<file path="src/rtl/stop_seq_pkg.sv">
package stop_seq_pkg;
    typedef enum logic [1:0] {
        ST_RUN    = 2'd0,
        ST_STOP   = 2'd1,
        ST_SETTLE = 2'd2
    } seq_state_e;

    localparam int REG_W        = 8;
    localparam int TMODE_KEEP   = 4;
    localparam int CLK_DIV_BIT  = 7;
    localparam int ERR_SYN_BIT  = 0;
    localparam int ERR_TMR_BIT  = 1;
endpackage

</file>
<file path="src/rtl/wake_gate.sv">
module wake_gate #(
    parameter int NWAKE = 8
) (
    input  logic [NWAKE-1:0] armed,
    input  logic [NWAKE-1:0] req,
    input  logic             irq_disable,
    output logic [NWAKE-1:0] hits,
    output logic             any_hit
);
    always_comb begin
        hits    = irq_disable ? '0 : (armed & req);
        any_hit = |hits;
    end
endmodule

</file>
<file path="src/rtl/settle_timer.sv">
module settle_timer #(
    parameter int SETTLE_CYCLES = 512
) (
    input  logic clk,
    input  logic rst,
    input  logic load,
    output logic expired
);
    localparam int CW = (SETTLE_CYCLES > 2) ? $clog2(SETTLE_CYCLES) : 1;
    localparam logic [CW-1:0] LOAD_VAL = CW'(SETTLE_CYCLES - 1);

    logic [CW-1:0] cnt_d, cnt_q;

    always_comb begin
        cnt_d = cnt_q;
        if (load)
            cnt_d = LOAD_VAL;
        else if (cnt_q != '0)
            cnt_d = cnt_q - 1'b1;
    end

    always_ff @(posedge clk) begin
        if (rst) cnt_q <= '0;
        else     cnt_q <= cnt_d;
    end

    assign expired = (cnt_q == '0);

    AST_CNT_RANGE: assert property (@(posedge clk) disable iff (rst) cnt_q <= LOAD_VAL);
    AST_CNT_STEP: assert property (@(posedge clk) disable iff (rst) (!load && cnt_q != '0) |=> cnt_q == $past(cnt_q) - 1'b1);
endmodule

</file>
<file path="src/rtl/stop_sequencer.sv">
module stop_sequencer
    import stop_seq_pkg::*;
#(
    parameter int NWAKE         = 8,
    parameter int NPER          = 4,
    parameter int SETTLE_CYCLES = 512
) (
    input  logic               clk,
    input  logic               rst,
    input  logic               phi_i,
    input  logic               stop_req,
    input  logic [NWAKE-1:0]   wake_req,
    input  logic [NWAKE-1:0]   wake_en,
    input  logic               irq_disable,
    input  logic               t1_ie,
    input  logic               t2_ie,
    input  logic               t1_rq,
    input  logic               t2_rq,
    input  logic               clk_syn_sel,
    input  logic [REG_W-1:0]   tmode_i,
    input  logic [REG_W-1:0]   clkctl_i,
    input  logic [NPER-1:0]    per_ext,
    output logic               osc_main_en,
    output logic               osc_sub_en,
    output logic               sysclk_o,
    output logic               cpu_halt,
    output logic [NPER-1:0]    per_run_en,
    output logic               tmode_we,
    output logic [REG_W-1:0]   tmode_wd,
    output logic               clkctl_we,
    output logic [REG_W-1:0]   clkctl_wd,
    output logic [NWAKE-1:0]   wake_fwd,
    output logic [1:0]         err_o,
    output logic               trans_o,
    output logic [1:0]         state_o
);
    localparam logic [REG_W-1:0] KEEP_MASK = REG_W'(1) << TMODE_KEEP;
    localparam logic [REG_W-1:0] DIV_MASK  = REG_W'(1) << CLK_DIV_BIT;

    typedef struct packed {
        seq_state_e        st;
        logic [NWAKE-1:0]  armed;
        logic [NWAKE-1:0]  woke;
        logic [NPER-1:0]   ext;
        logic              tm_we;
        logic [REG_W-1:0]  tm_d;
        logic              ck_we;
        logic [REG_W-1:0]  ck_d;
        logic [1:0]        err;
        logic              trans;
        logic [NWAKE-1:0]  fwd;
    } seq_regs_t;

    seq_regs_t ctl_d, ctl_q;

    logic [NWAKE-1:0] hits;
    logic             hit_any;
    logic             settle_load;
    logic             settle_done;
    logic             tmr_bad;

    wake_gate #(.NWAKE(NWAKE)) i_wake_gate (
        .armed       (ctl_q.armed),
        .req         (wake_req),
        .irq_disable (irq_disable),
        .hits        (hits),
        .any_hit     (hit_any)
    );

    assign settle_load = (ctl_q.st == ST_STOP) && hit_any;

    settle_timer #(.SETTLE_CYCLES(SETTLE_CYCLES)) i_settle_timer (
        .clk     (clk),
        .rst     (rst),
        .load    (settle_load),
        .expired (settle_done)
    );

    assign tmr_bad = t1_ie | t2_ie | t1_rq | t2_rq;

    always_comb begin
        ctl_d       = ctl_q;
        ctl_d.tm_we = 1'b0;
        ctl_d.ck_we = 1'b0;
        ctl_d.err   = '0;
        ctl_d.trans = 1'b0;
        ctl_d.fwd   = '0;
        unique case (ctl_q.st)
            ST_RUN: begin
                if (stop_req) begin
                    if (tmr_bad || clk_syn_sel) begin
                        ctl_d.err[ERR_TMR_BIT] = tmr_bad;
                        ctl_d.err[ERR_SYN_BIT] = clk_syn_sel;
                    end else begin
                        ctl_d.st    = ST_STOP;
                        ctl_d.trans = 1'b1;
                        ctl_d.armed = wake_en & ~wake_req;
                        ctl_d.ext   = per_ext;
                        ctl_d.tm_we = 1'b1;
                        ctl_d.tm_d  = tmode_i & KEEP_MASK;
                        ctl_d.ck_we = 1'b1;
                        ctl_d.ck_d  = clkctl_i & ~DIV_MASK;
                    end
                end
            end
            ST_STOP: begin
                if (hit_any) begin
                    ctl_d.st    = ST_SETTLE;
                    ctl_d.trans = 1'b1;
                    ctl_d.woke  = hits;
                end
            end
            ST_SETTLE: begin
                if (settle_done) begin
                    ctl_d.st    = ST_RUN;
                    ctl_d.trans = 1'b1;
                    ctl_d.fwd   = ctl_q.woke;
                end
            end
            default: ctl_d.st = ST_RUN;
        endcase
    end

    always_ff @(posedge clk) begin
        if (rst) ctl_q <= '{st: ST_RUN, default: '0};
        else     ctl_q <= ctl_d;
    end

    assign osc_main_en = (ctl_q.st != ST_STOP);
    assign osc_sub_en  = (ctl_q.st != ST_STOP);
    assign cpu_halt    = (ctl_q.st != ST_RUN);
    assign sysclk_o    = phi_i | (ctl_q.st != ST_RUN);
    assign per_run_en  = (ctl_q.st == ST_RUN) ? {NPER{1'b1}} : ctl_q.ext;
    assign tmode_we    = ctl_q.tm_we;
    assign tmode_wd    = ctl_q.tm_d;
    assign clkctl_we   = ctl_q.ck_we;
    assign clkctl_wd   = ctl_q.ck_d;
    assign wake_fwd    = ctl_q.fwd;
    assign err_o       = ctl_q.err;
    assign trans_o     = ctl_q.trans;
    assign state_o     = ctl_q.st;

    AST_ENTRY_MASK: assert property (@(posedge clk) disable iff (rst) (ctl_q.st == ST_RUN && stop_req && !tmr_bad && !clk_syn_sel) |=> (tmode_we && clkctl_we && (tmode_wd & ~KEEP_MASK) == '0 && !clkctl_wd[CLK_DIV_BIT]));
    AST_REFUSE_STAYS: assert property (@(posedge clk) disable iff (rst) (err_o != '0) |-> (state_o == ST_RUN && !cpu_halt && !tmode_we));
    AST_WAKE_FLAG: assert property (@(posedge clk) disable iff (rst) (ctl_q.st == ST_STOP && hit_any) |-> (!irq_disable && (wake_req & ~ctl_q.armed & hits) == '0));
    AST_SETTLE_OSC: assert property (@(posedge clk) disable iff (rst) (ctl_q.st == ST_SETTLE) |-> (osc_main_en && osc_sub_en && cpu_halt && sysclk_o));
    AST_RESET_RUN: assert property (@(posedge clk) disable iff (rst) $past(rst) |-> (state_o == ST_RUN && !trans_o && osc_main_en));
    AST_FWD_AT_RELEASE: assert property (@(posedge clk) disable iff (rst) (wake_fwd != '0) |-> (state_o == ST_RUN && trans_o));
endmodule

</file>
<file path="config.mk">
export PLATFORM = sky130hd
export DESIGN_NAME = stop_sequencer
export DESIGN_NICKNAME = d
export VERILOG_FILES = /design/src/rtl/stop_seq_pkg.sv /design/src/rtl/wake_gate.sv /design/src/rtl/settle_timer.sv /design/src/rtl/stop_sequencer.sv
export SDC_FILE = /design/constraint.sdc
export NUM_CORES = 1
export LEC_CHECK = 0
export BUFFER_PORTS_ARGS = -buffer_cell sky130_fd_sc_hd__buf_2
export CORE_ASPECT_RATIO = 1.1
export CORE_MARGIN = 2
export CORE_UTILIZATION = 50
export CTS_CLUSTER_SIZE = 14
export DETAILED_ROUTE_END_ITERATION = 6
export GPL_TIMING_DRIVEN = 0
export PLACE_DENSITY = 0.8
export RECOVER_POWER = 50
export SYNTH_ARGS = -nofsm -noshare
export SYNTH_HDL_FRONTEND = slang
export SYNTH_SLANG_ARGS = --single-unit
export TNS_END_PERCENT = 50
</file>
<file path="constraint.sdc">
create_clock -name clk -period 4.2 [get_ports clk]
set_input_delay 0.42 -clock clk [delete_from_list [all_inputs] [get_ports clk]]
set_output_delay 0.42 -clock clk [all_outputs]
set_load 0.05 [all_outputs]
</file>
Word level (Yosys, flattened, before mapping)
Index checks and enable logic that the tools add are counted.

Bits in registers: 52. Latch bits: 0. Memory bits (writable): 0. Bits in read-only memories: 0. Input port bits: 46. Output and inout port bits: 39. Word-level logic and storage cells: 61. Memories kept: 0.

$add $sub $neg: 1. Multipliers: 0. Divide/modulo/power cells: 0. $lt $le $gt $ge: 0. Equal/unequal tests: 7. Shift operators: 0. Muxes and demuxes: 15. Bitwise logic cells: 12. Reduce and logical (&&, ||, !) cells: 14.

Operators with widths (number): $mux 9 (3); $mux 10 (2); $mux 18 (1); $and 8x8->8 (2); $logic_not 9->1 (1); $reduce_bool 9->1 (1); $sub 9x1->9 const B (1); $mux 8 (1); $not 8->8 (1); $reduce_or 8->1 (1); $ne 2x2->1 const B (3); $pmux 2 s3 (1); $reduce_or 3->1 (2); $not 1->1 (5); $mux 2 (2); $mux 4 (1); $ne 2x1->1 const B (2); $or 1x1->1 (4); $reduce_and 4->1 (1); $reduce_bool 2->1 (2); $reduce_or 4->1 (1); $mux 1 (3); $pmux 1 s3 (1); $reduce_and 3->1 (1); other kinds (6) (6).

Longest topological paths before layout
Word-level depth: 7. Mapped depth: 6. Depth with buffers taken out: 6.

Hierarchy
A second synthesis with hierarchy kept.

Cells, all modules: 270. Area total of the unflattened synthesis: 2416.1 µm².

By module, submodules not included: stop_sequencer (instances 1, cells each 201, area an instance 1875.5 µm², seq. area each 840.8 µm²); settle_timer (instances 1, cells each 49, area an instance 444.2 µm², seq. area each 180.2 µm²); wake_gate (instances 1, cells each 20, area an instance 96.3 µm², seq. area each 0.0 µm²).

Worst setup path before layout
No wires, ideal clock.

Path kind: reg2reg. Start: register ctl_q, in the netlist state_o[1]. End: register i_settle_timer.cnt_q[3]. Data arrival time: 1.626 ns. Required time: 4.126 ns. Setup slack: 2.499 ns. Cell stages (with the launch flop): 7. Path buffers: 2. Period minus slack after synthesis: 1.701 ns. Cell sequence: dfxtp_1 inv_1 nand2_1 or2_1 buf_2 buf_2 a31oi_1.

Cells in the longest elaborated chain, start to end: 3.

RTL lines: start: declaration (line stop_sequencer.sv:54) `seq_regs_t ctl_d, ctl_q;`; start signal: assignment (line stop_sequencer.sv:126) `else ctl_q <= ctl_d;`; $eq 2x1->1 * (line stop_sequencer.sv:70) `assign settle_load = (ctl_q.st == ST_STOP) && hit_any;`; $logic_and 1x1->1 * (line stop_sequencer.sv:70); $mux 9 or $reduce_bool 2->1 (tied branches); end signal: assignment (line settle_timer.sv:24) `else cnt_q <= cnt_d;`; end: declaration (line settle_timer.sv:12) `logic [CW-1:0] cnt_d, cnt_q;`.

Mark *: on every way between the ends. The rest lies on a longest branch, timed or not. A chain may end at the register's enable or synchronous reset.

Worst setup path in the final report
Start: register ctl_q, in the netlist state_o[0]. End: register ctl_q[45] (netlist name).

Cells in the longest elaborated chain, start to end: 2.

RTL lines: $logic_not 2->1 (line stop_sequencer.sv:88) `unique case (ctl_q.st)`; $reduce_and 3->1 (no source line).

Every way passes these cells.

==> impl_metrics.py <==
metrics = {
    "sta": {
        "setup_tns_ns": 0,
        "fin_crit_sh": 0.501,
        "final.setup_skew_ns": 0.00910,
        "max_freq_ghz": 0.475,
        "finalMaxSlewViolations": 0,
        "setup_violations": 0,
        "fin_crit_ns": 2.11,
        "worst_pin_slew_ns": 0.610,
        "rsz0062_at_grt": "no",
        "holdWs_ns": 0.346,
        "finalHoldViolCount": 0,
        "relSlewSlack": 0.595,
    },
    "clock_network": {
        "clkTransAtPathRegs_ns": 0.10,
        "cts_buffers": 5,
        "cts_tree": "built",
        "cts_hold_buf": 0,
        "clockRootBuffer": "clkbuf_8",
        "htreeDepth": 2,
        "cts_buffer_depth": 2,
        "clk_latency_ns": 0.30,
        "cts_setup_buffers": 0,
        "cts_resized": 0,
        "cts_sinks": 51,
    },
    "yosys": {
        "ys_seq_area_frac": 0.447,
        "ys_warn_count": 0,
        "yosysUniqueCellTypes": 37,
        "syn_area_per_cell_um2": 8.63,
        "syn_area_um2": 2290,
        "synth_cells": 265,
        "ys_ff_latch": 51,
    },
    "flow_run": {
        "drv_cap": 0,
    },
    "power_and_ir_drop": {
        "ir_drop_mv": 0.340,
        "p_per_area_nw_per_um2": 400,
        "leakagePower_nw": 1.11,
    },
    "floorplanning": {
        "dieArea_um2": 5130,
        "initial_core_util": 0.526,
        "core_region_area_um2": 4350,
        "die_width_um": 68.5,
        "io_pins": 85,
        "fp.dieH_um": 74.9,
        "rows": 25,
    },
    "finish": {
        "n_antenna_cell": 0,
        "mostFrequentLayoutCells": "dfxtp_1 (51), nand2_1 (46), buf_2 (45)",
        "layout_commonest_cell": "dfxtp_1",
        "fin_nets": 394,
        "nFillCells": 400,
        "areaGrowthSynthToFinish_pct": 20.6,
        "drive_gt1_frac": 0.270,
    },
    "detailed_routing": {
        "num_vias": 1976,
        "drc": 0,
        "wl_per_cell_um": 11.9,
        "postRouteAntennaNets": 0,
        "viasPerCell": 4.92,
        "dr.pass1.iters": 4,
        "drt_iter0_drc": 64,
        "wl_um": 4790,
    },
    "critical_path": {
        "critPathLaunchType": "flop",
        "critPathArrivalTime_ns": 2.35,
        "required_ns": 4.44,
        "crit_path_end_kind": "flop",
        "crit_path_max_fanout": 10,
        "path_class": "flop to flop",
    },
    "global_route": {
        "grt_pass1_vias": 1755,
        "grt_start_max_net_pins": 17,
        "grt_pass1_wl_um": 7780,
        "grtUsageTotal": 0.198,
        "grt_antenna_before_repair": 0,
        "overflow": 0,
    },
    "placement": {
        "gp_congestion": 0.834,
        "io_buffer_count": 68,
        "dp_hpwl_um": 3670,
    },
    "worst_hold_path": {
        "hp-class": "input pin to flop",
    },
    "status": {
        "status": "completed",
    },
}
critical path, cell delays in order, from the launching register on:
cell,delay (ns)
dfxtp_1,0.32
clkbuf_1,0.18
or3b_1,0.47
nor3b_1,0.33
clkbuf_1,0.42
nand3b_1,0.17
a21oi_1,0.15
metrics by stage:
step | worst slack, ns | util | power [mW] | instances | instance area [um2]
2_1_floorplan | 2.50 | - | 0.776 | 272 | 2310
3_3_place_gp | 2.18 | 0.626 | 0.827 | 394 | 2720
3_5_place_dp | 2.17 | 0.626 | 0.838 | 394 | 2720
4_1_cts | 2.11 | 0.646 | 1.11 | 402 | 2810
5_1_grt | 1.76 | 0.634 | 1.17 | 402 | 2760
6_report | 2.09 | 0.634 | 1.10 | 402 | 2760
flip-flops by register name, summed over array words and instances, names as in the netlist:
register	count
ctl_q	20
i_settle_timer.cnt_q	9
tmode_we	1
trans_o	1
clkctl_wd	7
state_o	2
wake_fwd	8
tmode_wd	1
err_o	2
final timing paths:
check | startpoint | end | slack [ns] | depth (start not counted)
hold reg to reg | ctl_q[37] | wake_fwd[4] | 0.46 | 1
setup reg to reg | state_o[0] | ctl_q[45] | 2.09 | 6
hold / removal | per_ext[3] | ctl_q[32] | 0.35 | 3
setup / recovery | state_o[0] | ctl_q[45] | 2.09 | 6
power breakdown:
part / total [mW] / leakage, nW / internal (mW) / switching [mW]
Sequential: 0.548 / 0.413 / 0.516 / 0.0321
Clock: 0.278 / 0.0402 / 0.116 / 0.162
Combinational: 0.277 / 0.655 / 0.124 / 0.153
cells in the mapped netlist:
cell / count / area (um2)
or2_2: 5 / 31.3
conb_1: 1 / 3.75
nand2b_1: 1 / 6.26
buf_4: 30 / 225
a41o_1: 1 / 10.0
inv_1: 4 / 15.0
or2_1: 1 / 6.26
xnor2_1: 1 / 8.76
and2_1: 9 / 56.3
a21oi_2: 1 / 8.76
a22oi_1: 4 / 30.0
nor2b_1: 8 / 50.1
buf_6: 3 / 33.8
mux2i_1: 2 / 20.0
or3b_4: 2 / 22.5
or3_1: 3 / 18.8
nand3_1: 1 / 5.00
nand3b_1: 11 / 82.6
o31a_1: 1 / 8.76
nor3b_1: 2 / 15.0
nor4_1: 2 / 12.5
buf_1: 2 / 7.51
a31oi_1: 5 / 31.3
dfxtp_1: 51 / 1020
clkbuf_1: 3 / 11.3
buf_2: 4 / 20.0
nor2_1: 10 / 37.5
nor4_2: 1 / 12.5
nor3b_2: 1 / 12.5
nand2_1: 46 / 173
o21ai_0: 8 / 40.0
nand3_2: 1 / 10.0
a21oi_1: 26 / 130
mux2_2: 1 / 11.3
o31ai_1: 10 / 75.1
ha_1: 1 / 12.5
nor3_1: 2 / 10.0
routing by layer:
layer	vias to the layer above	GRT usage	share of wire
met5	-	0	0
met4	0	0.0667	0.0096
met3	6	0.0463	0.050
met2	44	0.348	0.52
met1	905	0.235	0.42
li1	1021	-	-
cell type report:
type / count / area [um2] / area share
plain buffers: 42 / 287 / 0.104
flip-flops and latches: 51 / 1020 / 0.370
well taps: 54 / 67.6 / 0.0245
repair buffers: 68 / 310 / 0.113
clock buffers: 5 / 68.8 / 0.0250
clock inverters: 3 / 20.0 / 0.00726
inverters: 4 / 15.0 / 0.00544
multi-input cells: 175 / 968 / 0.351
kinds of logic (layout without fill, tap and decap cells):
logic type | Yosys count | after routing | share of synthesized area
flops | 51 | 51 | 0.447
other cells | 1 | 8 | 0.00164
compound gates | 56 | 56 | 0.146
mux | 3 | 3 | 0.0137
fa+ha+maj | 1 | 1 | 0.00547
xor+xnor | 1 | 1 | 0.00383
buf+inv | 46 | 122 | 0.137
simple gates | 106 | 106 | 0.246
(Power assumes the default switching activity.)
